`config.mk`:
```
export PLATFORM = sky130hd
export DESIGN_NAME = cmc5_pwm_enc
export DESIGN_NICKNAME = d
export VERILOG_FILES = /design/src/rtl/cmc5_pwm_pkg.sv /design/src/rtl/cmc5_carrier.sv /design/src/rtl/cmc5_sampler.sv /design/src/rtl/cmc5_leg.sv /design/src/rtl/cmc5_pwm_enc.sv
export SDC_FILE = /design/constraint.sdc
export NUM_CORES = 1
export LEC_CHECK = 0
export ABC_AREA = 1
export BUFFER_PORTS_ARGS = -buffer_cell sky130_fd_sc_hd__buf_2
export CAP_MARGIN = 20
export CORE_AREA = 2 2 90 92
export DETAILED_ROUTE_END_ITERATION = 10
export DIE_AREA = 0 0 92 94
export PLACE_DENSITY = 0.62
export RECOVER_POWER = 100
export SETUP_SLACK_MARGIN = 0.15
export SYNTH_ARGS = -nofsm -noshare
export SYNTH_HDL_FRONTEND = slang
export SYNTH_HIERARCHICAL = 1
export SYNTH_SLANG_ARGS = --single-unit
```
`constraint.sdc`:
```
create_clock -name clk -period 4.45 [get_ports clk]
set_input_delay 0.445 -clock clk [delete_from_list [all_inputs] [get_ports clk]]
set_output_delay 0.445 -clock clk [all_outputs]
set_load 0.01 [all_outputs]
```
`src/rtl/cmc5_pwm_pkg.sv`:
```
package cmc5_pwm_pkg;

    // Ternary leg target
    typedef enum logic [1:0] {
        LVL_ZERO = 2'b00,
        LVL_POS  = 2'b01,
        LVL_NEG  = 2'b10
    } lvl_t;

    // Registered state of one leg
    typedef struct packed {
        logic bnd;   // zero state used in the first half of the period
        logic hi;
        logic lo;
    } leg_st_t;

    // Partner leg index for a given ring stride
    function automatic int partner_of(input int idx, input int stride, input int n);
        return (idx + stride) % n;
    endfunction

endpackage

```
`src/rtl/cmc5_carrier.sv`:
```
module cmc5_carrier #(
    parameter int CNT_W = 4
) (
    input  logic             clk,
    input  logic             rst_n,
    output logic [CNT_W:0]   step_o,
    output logic [CNT_W-1:0] carrier_o,
    output logic             half_o,
    output logic             valley_o
);
    typedef struct packed {
        logic [CNT_W:0] idx;
    } car_st_t;

    car_st_t st_q, st_d;

    always_comb begin
        st_d     = st_q;
        st_d.idx = st_q.idx + 1'b1;
    end

    always_ff @(posedge clk) begin
        if (!rst_n) st_q <= '0;
        else        st_q <= st_d;
    end

    // Rising half repeats the peak once, falling half repeats the valley once
    assign step_o    = st_q.idx;
    assign half_o    = st_q.idx[CNT_W];
    assign carrier_o = st_q.idx[CNT_W] ? ~st_q.idx[CNT_W-1:0] : st_q.idx[CNT_W-1:0];
    assign valley_o  = (st_q.idx == '0);
endmodule

```
`src/rtl/cmc5_sampler.sv`:
```
module cmc5_sampler #(
    parameter int NPH   = 5,
    parameter int REF_W = 4
) (
    input  logic                   clk,
    input  logic                   rst_n,
    input  logic                   valley_i,
    input  logic                   mode_i,
    input  logic [NPH*REF_W-1:0]   ref_i,
    output logic                   far_o,
    output logic [NPH*REF_W-1:0]   ref_o
);
    typedef struct packed {
        logic                 far;
        logic [NPH*REF_W-1:0] refs;
    } smp_t;

    smp_t st_q, st_d, use_w;

    always_comb begin
        use_w = st_q;
        if (valley_i) begin
            use_w.far  = mode_i;
            use_w.refs = ref_i;
        end
        st_d = use_w;
    end

    always_ff @(posedge clk) begin
        if (!rst_n) st_q <= '0;
        else        st_q <= st_d;
    end

    assign far_o = use_w.far;
    assign ref_o = use_w.refs;
endmodule

```
`src/rtl/cmc5_leg.sv`:
```
module cmc5_leg
    import cmc5_pwm_pkg::*;
(
    input  logic clk,
    input  logic rst_n,
    input  logic bit_own_i,
    input  logic bit_near_i,
    input  logic bit_far_i,
    input  logic far_sel_i,
    input  logic half_i,
    input  logic valley_i,
    output lvl_t lvl_o,
    output logic gate_hi_o,
    output logic gate_lo_o
);
    leg_st_t st_q, st_d;
    logic    bit_par;
    logic    bnd_use;
    logic    zero_on;

    always_comb begin
        bit_par = far_sel_i ? bit_far_i : bit_near_i;
        if (bit_own_i && !bit_par)      lvl_o = LVL_POS;
        else if (!bit_own_i && bit_par) lvl_o = LVL_NEG;
        else                            lvl_o = LVL_ZERO;

        // Boundary state flips at every valley; the second half uses its opposite
        bnd_use = valley_i ? ~st_q.bnd : st_q.bnd;
        zero_on = half_i ^ bnd_use;

        st_d     = st_q;
        st_d.bnd = bnd_use;
        unique case (lvl_o)
            LVL_POS: begin st_d.hi = 1'b1;    st_d.lo = 1'b0;    end
            LVL_NEG: begin st_d.hi = 1'b0;    st_d.lo = 1'b1;    end
            default: begin st_d.hi = zero_on; st_d.lo = zero_on; end
        endcase
    end

    always_ff @(posedge clk) begin
        if (!rst_n) st_q <= '{bnd: 1'b1, hi: 1'b0, lo: 1'b0};
        else        st_q <= st_d;
    end

    assign gate_hi_o = st_q.hi;
    assign gate_lo_o = st_q.lo;
endmodule

```
`src/rtl/cmc5_pwm_enc.sv`:
```
module cmc5_pwm_enc
    import cmc5_pwm_pkg::*;
#(
    parameter int NPH   = 5,
    parameter int REF_W = 4
) (
    input  logic                 clk,
    input  logic                 rst_n,
    input  logic                 mode_i,
    input  logic [NPH*REF_W-1:0] ref_i,
    output logic [NPH-1:0]       gate_hi_o,
    output logic [NPH-1:0]       gate_lo_o
);
    logic [REF_W:0]       step_w;
    logic [REF_W-1:0]     carrier_w;
    logic                 half_w;
    logic                 valley_w;
    logic                 far_use_w;
    logic [NPH*REF_W-1:0] ref_use_w;
    logic [NPH-1:0]       cmp_w;
    logic [NPH-1:0]       tgt_pos_w;
    logic [NPH-1:0]       tgt_neg_w;

    cmc5_carrier #(.CNT_W(REF_W)) u_carrier (
        .clk      (clk),
        .rst_n    (rst_n),
        .step_o   (step_w),
        .carrier_o(carrier_w),
        .half_o   (half_w),
        .valley_o (valley_w)
    );

    cmc5_sampler #(.NPH(NPH), .REF_W(REF_W)) u_sampler (
        .clk     (clk),
        .rst_n   (rst_n),
        .valley_i(valley_w),
        .mode_i  (mode_i),
        .ref_i   (ref_i),
        .far_o   (far_use_w),
        .ref_o   (ref_use_w)
    );

    for (genvar i = 0; i < NPH; i++) begin : g_cmp
        logic [REF_W-1:0] r_w;
        logic [REF_W-1:0] biased_w;
        assign r_w      = ref_use_w[i*REF_W +: REF_W];
        assign biased_w = {~r_w[REF_W-1], r_w[REF_W-2:0]};
        assign cmp_w[i] = (biased_w >= carrier_w);
    end

    for (genvar i = 0; i < NPH; i++) begin : g_leg
        localparam int NEAR = partner_of(i, 1, NPH);
        localparam int FAR  = partner_of(i, 2, NPH);
        lvl_t lvl_w;

        cmc5_leg u_leg (
            .clk       (clk),
            .rst_n     (rst_n),
            .bit_own_i (cmp_w[i]),
            .bit_near_i(cmp_w[NEAR]),
            .bit_far_i (cmp_w[FAR]),
            .far_sel_i (far_use_w),
            .half_i    (half_w),
            .valley_i  (valley_w),
            .lvl_o     (lvl_w),
            .gate_hi_o (gate_hi_o[i]),
            .gate_lo_o (gate_lo_o[i])
        );

        assign tgt_pos_w[i] = (lvl_w == LVL_POS);
        assign tgt_neg_w[i] = (lvl_w == LVL_NEG);
    end
endmodule

```
After elaboration in Yosys (flattened, before gate mapping)
Index checks and enable logic that the tools add are counted.

storage, ports and cells
  bits of input ports = 23
  logic and storage cells = 98
  register bits after elaboration = 41
  output and inout bits = 10

cells by class
  order comparisons = 5
  reductions and logical operators = 21
  eq/ne operators = 10
  muxes and demuxes = 27
  add/sub/neg operators = 1
  bitwise gates (word level) = 16

operators with widths
  kind                   count
  $mux W21               1
  $ge A4 B4 Y1           5
  $mux W2                10
  $pmux W2 S2            5
  $eq A2 B1 Y1 const B   5
  $eq A2 B2 Y1 const B   5
  $logic_and A1 B1 Y1    10
  $logic_not A1 Y1       10
  $mux W1                10
  $not A1 Y1             10
  $add A5 B1 Y5 const B  1
  $logic_not A5 Y1       1
  $xor A1 B1 Y1          5
  $mux W4                1
  $not A4 Y4             1

Logic depth before layout (Yosys ltp)
Gate-level depths: netlist of run 1.

  depth in word-level cells = 10
  depth in mapped cells = 24
  gate-level depth less buffers = 23

Cells and area by module
The synthesis of run 1 kept the hierarchy.

modules (own cells, without submodules)
  module        cells each  times used  area an instance (um2)  sequential area each (um2)
  cmc5_sampler  176         1           1,290.0                 420.4
  cmc5_leg      26          5           180.2                   60.1
  cmc5_pwm_enc  83          1           511.7                   0.0
  cmc5_carrier  36          1           281.5                   100.1

Worst setup path after synthesis of run 1
OpenSTA, ideal clock, no wires.

  path kind = flip-flop to flip-flop
  from = register u_carrier.st_q (netlist bit u_carrier/step_o[4])
  to = register g_leg[2].u_leg.st_q (netlist bit g_leg[2].u_leg/gate_hi_o)
  path buffers = 2
  clock period less this slack = 3.595 ns
  path slack = 0.855 ns
  cell stages (with the launch flop) = 18
  setup time = 0.070 ns
  arrival = 3.525 ns
  required time = 4.380 ns
  cells stage by stage = dfxtp_1 > buf_2 > nor3_1 > inv_2 > buf_12 > nand2_4 > nand2_2 > inv_1 > inv_1 > ha_1 > a21oi_1 > nand3_1 > o21ai_0 > inv_1 > ha_1 > inv_1 > nand2_1 > a21oi_1

on the way
  cells in the longest elaborated chain, start to end = 10
  elaborated cells between the ends (all ways) = 21
  those cells by class = order compare (3); eq/ne (2); mux (7); bitwise (4); reduce/logical (5)

RTL lines
  what                                                            RTL line                        text
  from (decl)                                                     cmc5_carrier.sv:15              car_st_t st_q, st_d;
  from (signal assigned)                                          cmc5_carrier.sv:24              else st_q <= st_d;
  $logic_not A5 Y1 *                                              cmc5_carrier.sv:31              assign valley_o = (st_q.idx == '0);
  net valley_w                                                    cmc5_pwm_enc.sv:17              logic valley_w;
  $mux W21 *                                                      cmc5_sampler.sv:22              if (valley_i) begin
  net ref_use_w[15]                                               cmc5_pwm_enc.sv:19              logic [NPH*REF_W-1:0] ref_use_w;
  $not A1 Y1 *                                                    cmc5_pwm_enc.sv:47              assign biased_w = {~r_w[REF_W-1], r_w[REF_W-2:0]};
  $ge A4 B4 Y1 *                                                  cmc5_pwm_enc.sv:48              assign cmp_w[i] = (biased_w >= carrier_w);
  net cmp_w[3]                                                    cmc5_pwm_enc.sv:20              logic [NPH-1:0] cmp_w;
  $mux W1 *                                                       cmc5_leg.sv:22                  bit_par = far_sel_i ? bit_far_i : bit_near_i;
  $logic_and A1 B1 Y1 / $logic_not A1 Y1 (equally long branches)  cmc5_leg.sv:24, cmc5_leg.sv:23
  $mux W2 / $logic_and A1 B1 Y1 (equally long branches)           cmc5_leg.sv:24, cmc5_leg.sv:23
  $mux W2 *                                                       cmc5_leg.sv:23                  if (bit_own_i && !bit_par) lvl_o = LVL_POS;
  $eq A2 B2 Y1 / $eq A2 B1 Y1 (equally long branches)             cmc5_leg.sv:33                  unique case (lvl_o)
  $pmux W2 S2 *                                                   cmc5_leg.sv:33
  to (signal assigned)                                            cmc5_leg.sv:41                  if (!rst_n) st_q <= '{bnd: 1'b1, hi: 1'b0, lo: 1'b0};
  to (signal assigned)                                            cmc5_leg.sv:42                  else st_q <= st_d;
  to (decl)                                                       cmc5_leg.sv:16                  leg_st_t st_q, st_d;

The timed path passes the listed nets; every way through them passes the cells marked *.
A chain may end at the register's enable or synchronous reset.

Worst setup path after layout of run 1
  from = register u_carrier.st_q (netlist bit u_carrier/step_o[0])
  to = register g_leg[3].u_leg.st_q (netlist bit g_leg[3].u_leg/gate_lo_o)

on the way
  elaborated cells between the ends (all ways) = 22
  those cells by class = order compare (3); eq/ne (2); mux (7); bitwise (5); reduce/logical (5)

RTL lines
  what                                                            RTL line
  $logic_not A5 Y1 *                                              cmc5_carrier.sv:31
  net valley_w                                                    cmc5_pwm_enc.sv:17
  $mux W21 *                                                      cmc5_sampler.sv:22
  net ref_use_w[18]                                               cmc5_pwm_enc.sv:19
  $ge A4 B4 Y1 *                                                  cmc5_pwm_enc.sv:48
  net cmp_w[4]                                                    cmc5_pwm_enc.sv:20
  $mux W1 *                                                       cmc5_leg.sv:22
  $logic_and A1 B1 Y1 / $logic_not A1 Y1 (equally long branches)  cmc5_leg.sv:24, cmc5_leg.sv:23
  $mux W2 / $logic_and A1 B1 Y1 (equally long branches)           cmc5_leg.sv:24, cmc5_leg.sv:23
  $mux W2 *                                                       cmc5_leg.sv:23
  $eq A2 B2 Y1 / $eq A2 B1 Y1 (equally long branches)             cmc5_leg.sv:33
  $pmux W2 S2 *                                                   cmc5_leg.sv:33
  to (signal assigned)                                            cmc5_leg.sv:41
  to (signal assigned)                                            cmc5_leg.sv:42
  to (decl)                                                       cmc5_leg.sv:16

Marks and branches as above.

==> results of run 1 <==
## flip-flops by register name (all words and copies together) (netlist names)
register               flops
g_leg.u_leg/gate_hi_o      5
g_leg.u_leg/gate_lo_o      5
u_carrier/step_o           5
u_sampler/st_q            21
g_leg.u_leg/st_q           5
## area by class of cell
| type | instances | area (µm²) | share of cell area [%] |
|---|---|---|---|
| clock buffer | 8 | 80.1 | 2.47 |
| inverter | 134 | 503 | 15.5 |
| multi-input combinational | 241 | 1540 | 47.3 |
| sequential | 41 | 821 | 25.3 |
| tap | 102 | 128 | 3.93 |
| timing repair buffer | 36 | 180 | 5.55 |
## per-layer routing
| layer | up-vias | wire length, µm | share of wire, % | global-route usage [%] |
|---|---|---|---|---|
| met5 | - | 0 | 0 | 0 |
| met4 | 0 | 63 | 1.2 | 4.10 |
| met3 | 4 | 147 | 2.8 | 2.65 |
| li1 | 1293 | - | - | - |
| met1 | 1032 | 2530 | 48 | 16.2 |
| met2 | 26 | 2510 | 48 | 24.8 |
## critical path, delay by kind of cell (launching register included)
family,cells,cell delay [ns]
buffers and inverters,7,1.30
and+or+nand+nor,8,0.57
adders and majority gates,3,0.77
AOI/OAI and AO/OA,2,0.38
DFF,1,0.42
## stage by stage
step	hold WS [ns]	setup slack, ns	util, %	total power [µW]
detailed placement	0.495	1.04	42.3	1050
floorplan	0.461	0.868	-	926
global placement	0.479	1.14	42.3	1030
CTS	0.462	1.01	43.4	1290
finish	0.472	0.925	42.7	1250
global route	0.477	0.510	42.7	1380
## power breakdown
group          switching [µW]  internal [µW]
sequential               24.2            431
combinational             349            209
clock                     125            112
total                     498            751
## worst max path at each step
stage | end | depth (start not counted)
global placement | g_leg[3].u_leg/gate_hi_o$_SDFF_PN0_ | 20
finish | g_leg[3].u_leg/gate_lo_o$_SDFF_PN0_ | 20
detailed placement | g_leg[3].u_leg/gate_hi_o$_SDFF_PN0_ | 20
CTS | g_leg[3].u_leg/gate_lo_o$_SDFF_PN0_ | 20
floorplan | g_leg[2].u_leg/gate_hi_o$_SDFF_PN0_ | 17
global route | g_leg[3].u_leg/gate_lo_o$_SDFF_PN0_ | 20
==> metrics.cfg, run 1 <==
[final_layout]
final_common_cell = inv_1
drive_above_1_share_pct = 17.2
final_cells = 562
fillers = 840
design_area_um2 = 3250
final_cell_mix = 119 x inv_1, 102 x nand2_1, 41 x dfxtp_1
num-nets-final = 514
syn2layout_area_growth_pct = 9.08
diodes = 0

[worst_setup_path]
slowest_delay_ns = 0.63
reg2reg_slack_ns = 0.93
cp-end-kind = register
cp-start-kind = register
ff2ff_path_depth = 20
cp_slowest_cell = inv_2
cp.arrival_ns = 3.75
cp-startpoint = u_carrier/step_o[0]$_SDFF_PN0_
reg2reg_to = g_leg[3].u_leg/gate_lo_o$_SDFF_PN0_
worstSetupPathType = register to register
required_ns = 4.67
crit_path_cell_trace = inv_1 > ha_1 > nand2_1 > nor3_1 > inv_2 > clkbuf_1 > nand2_4 > nand2_1 > inv_1 > ha_1 > nand2_1 > inv_1 > nand2_1 > nand3_1 > o21ai_0 > inv_1 > ha_1 > inv_1 > nand2_1 > a21oi_1
cp_max_fo = 19
rr_startpoint = u_carrier/step_o[0]$_SDFF_PN0_

[timing]
period_needed_ns = 3.52
relSlewSlack_pct = 43.4
slew_viol_final = 0
finalSetupViolCount = 0
hold_violations = 0
tightest_slew_ns = 0.848
fmax_ghz = 0.284
skew_ns = 0.00286
post-route-period-util_pct = 79.2
fin_tns_setup_ns = 0
rsz0062_at_grt = false

[clocking]
cts_num_sinks = 41
clockBufferDepth = 2
hold_buffers = 0
cts_setup_buffers = 0
cts_tree = done
cts_resized = 0
clk_pin_slew_ns = 0.08
root_buffer = clkbuf_8
cts_inserted_buffers = 5
insertion_delay_ns = 0.29
htreeDepth = 2

[placement]
place.port_buffers = 32
postPlaceCellArea_um2 = 3220
gp_congestion = 0.779
dp.cells = 553
dp_hpwl_mm = 3.95

[drt]
drt-wirelength-per-cell_um = 9.34
vias = 2355
initialDrtViolationCount = 84
drc = 0
drt_wl_total_mm = 5.25
dr.pass1.iters = 4
ant_nets = 0
viasPerCell = 4.19

[synth]
syn_area_per_cell_um2 = 7.02
post_synth_instance_area_um2 = 2980
synth_fp_nets = 479
syn_inst = 424
synth_warnings = 6

[global_routing]
grt_pass1_vias = 2260
grt_max_degree = 37
grt_overflow = 0
antenna_found_initial = 0
grt_usage_pct = 13.6
grt_pass1_wl_mm = 9.45

[pwr]
power_density_nw_per_um2 = 385
peakVddDrop_mv = 0.176
p_leak_uw = 0.00189

[worst_hold_path]
worstHoldEndpoint = u_sampler/st_q[13]$_SDFF_PN0_
hp-class = input port to register
min_from = ref_i[13]
whs_path_depth = 5

[floorplan]
fp-row-count = 32
io_pins = 33
dieWidth_um = 92
coreArea_um2 = 7610
die-area_um2 = 8650
initial_core_util_pct = 39.1
die_h_um = 94

[job]
maxCapViolations = 0

[run_status]
status = finished, final reports clean

Power figures use the tool's default switching activity.
==> run 2: changes to the inputs <==
Settings changed: PLACE_DENSITY 0.62 to 0.64.
Clock period 4.45 ns to 3.18 ns, I/O delays scaled along.
==> run 2 against run 1 <==
Net effect:
- clock-buffer cell count decreased by 1
- non-clock buffer count rose by 21
- flip-flop and latch count stayed put
- sequential share of layout area is 3.1 points lower
- register-to-register slack lost 0.68 ns
- final area rose by 14%
- sequential power increased by 40%
- global-route usage grew 0.066 points
- highest routed layer unchanged
- clock skew rose by 0.0033 ns
- setup slack got worse by 0.68 ns
==> metrics.cfg, run 2 (synthesized netlist as in run 1, its figures left out) <==
[placement]
gp_congestion = 0.785
place.port_buffers = 32
postPlaceCellArea_um2 = 3270
preCtsSetupSlack_ns = 0.116
dp_hpwl_mm = 4.05

[clocking]
cts_tree = done
root_buffer = clkbuf_8
insertion_delay_ns = 0.30
cts_num_sinks = 41
cts_inserted_buffers = 5
clockBufferDepth = 2
htreeDepth = 2
hold_buffers = 0
clk_pin_slew_ns = 0.08

[final_layout]
design_area_um2 = 3700
syn2layout_area_growth_pct = 24.4
final_common_cell = inv_1
final_cell_mix = 119 x inv_1, 87 x nand2_1, 41 x dfxtp_1
regMostFlops = u_sampler/st_q
largest_reg_flops = 21
diodes = 0
num-nets-final = 535
drive_above_1_share_pct = 27.4

[job]
maxCapViolations = 0

[floorplan]
io_pins = 33
die-area_um2 = 8650
fp-row-count = 32
dieWidth_um = 92
die_h_um = 94
coreArea_um2 = 7610
initial_core_util_pct = 39.1

[drt]
initialDrtViolationCount = 87
viasPerCell = 4.36
ant_nets = 0
vias = 2540
drc = 0
drt_wl_total_mm = 6.28
drt-wirelength-per-cell_um = 10.8
dr.pass1.iters = 4

[global_routing]
antenna_found_initial = 0
grt_usage_pct = 13.7
grt_max_degree = 37
grt_overflow = 0
grt_pass1_vias = 2309
grt_pass1_wl_mm = 9.56

[worst_setup_path]
ff2ff_path_depth = 22
reg2reg_slack_ns = 0.24
worstSetupPathType = register to register
reg2reg_to = g_leg[3].u_leg/gate_lo_o$_SDFF_PN0_
cp-end-kind = register
cp_max_fo = 16
rr_startpoint = u_carrier/step_o[1]$_SDFF_PN0_
cp-start-kind = register
required_ns = 3.42
cp.arrival_ns = 3.17

[pwr]
power_density_nw_per_um2 = 577
p_leak_uw = 0.00204
peakVddDrop_mv = 0.302

[timing]
finalSetupViolCount = 0
fmax_ghz = 0.340
slew_viol_final = 0
fin_ws_ns = 0.243
tightest_slew_ns = 0.398
post-route-period-util_pct = 92.4
fin_tns_setup_ns = 0
relSlewSlack_pct = 73.4
skew_ns = 0.00616
period_needed_ns = 2.94
rsz0062_at_grt = true
hold_violations = 0

[worst_hold_path]
worstHoldEndpoint = u_sampler/st_q[16]$_SDFF_PN0_
whs_path_depth = 5
hp-class = input port to register
min_from = ref_i[16]

[run_status]
status = finished, final reports clean

[run 2: worst max-delay path by stage]
stage | start | to | cells after the start
finish | u_carrier/step_o[1]$_SDFF_PN0_ | g_leg[3].u_leg/gate_lo_o$_SDFF_PN0_ | 22
detailed placement | u_carrier/step_o[1]$_SDFF_PN0_ | g_leg[4].u_leg/gate_lo_o$_SDFF_PN0_ | 21
global placement | u_carrier/step_o[1]$_SDFF_PN0_ | g_leg[4].u_leg/gate_hi_o$_SDFF_PN0_ | 21
global route | u_carrier/step_o[1]$_SDFF_PN0_ | g_leg[2].u_leg/gate_lo_o$_SDFF_PN0_ | 23
floorplan | u_carrier/step_o[0]$_SDFF_PN0_ | g_leg[2].u_leg/gate_hi_o$_SDFF_PN0_ | 19
CTS | u_carrier/step_o[1]$_SDFF_PN0_ | g_leg[0].u_leg/gate_hi_o$_SDFF_PN0_ | 20
[run 2: timing repair]
action / CTS / global route
setup buffers: 5 / 11
gates resized for setup: 1 / 35
cloned: 0 / 2
pin swaps: 0 / 4
setup endpoints to repair: 5 / 10
[run 2: stage by stage]
step                util (%)  total power [µW]  std cells  hold WS (ns)
finish                  48.7              2140        583         0.328
global route            48.7              2320        583         0.343
CTS                     45.2              1960        569         0.327
detailed placement      43.0              1490        556         0.497
global placement        43.0              1460        556         0.480
floorplan                  -              1300        424         0.403
[run 2: final cells by class]
| type | count | area (µm²) |
|---|---|---|
| clock inverters | 1 | 30.0 |
| multi-input cells | 241 | 1740 |
| inverters | 134 | 503 |
| well taps | 102 | 128 |
| flip-flops and latches | 41 | 821 |
| fillers | 770 | 3910 |
| clock buffers | 7 | 86.3 |
| repair buffers | 57 | 398 |
[run 2: layer usage]
metal | share of wire (%) | wire [µm] | GRT usage, % | vias to the layer above
met3 | 2.5 | 160 | 2.49 | 12
li1 | - | - | - | 1332
met5 | 0 | 0 | 0 | -
met1 | 45 | 2810 | 15.7 | 1160
met2 | 50 | 3150 | 25.6 | 36
met4 | 2.4 | 153 | 4.48 | 0
[run 2: where the power goes]
part | switching [µW] | internal (µW) | total, µW
combinational | 618 | 440 | 1060
sequential | 33.4 | 602 | 636
clock | 186 | 256 | 442
[run 2: critical path: stages, from the launching register on]
cell     delay, ns
dfxtp_1       0.34
inv_1         0.06
ha_1          0.13
nand2_1       0.08
nor3_4        0.21
inv_1         0.10
buf_12        0.17
buf_4         0.17
nand2_4       0.05
nand2_1       0.07
inv_1         0.06
inv_1         0.04
ha_1          0.27
nand4_1       0.11
nand3_2       0.12
inv_1         0.09
nand2_1       0.08
o21ai_2       0.10
inv_1         0.10
ha_4          0.22
inv_1         0.08
nand2_1       0.08
a21oi_2       0.13
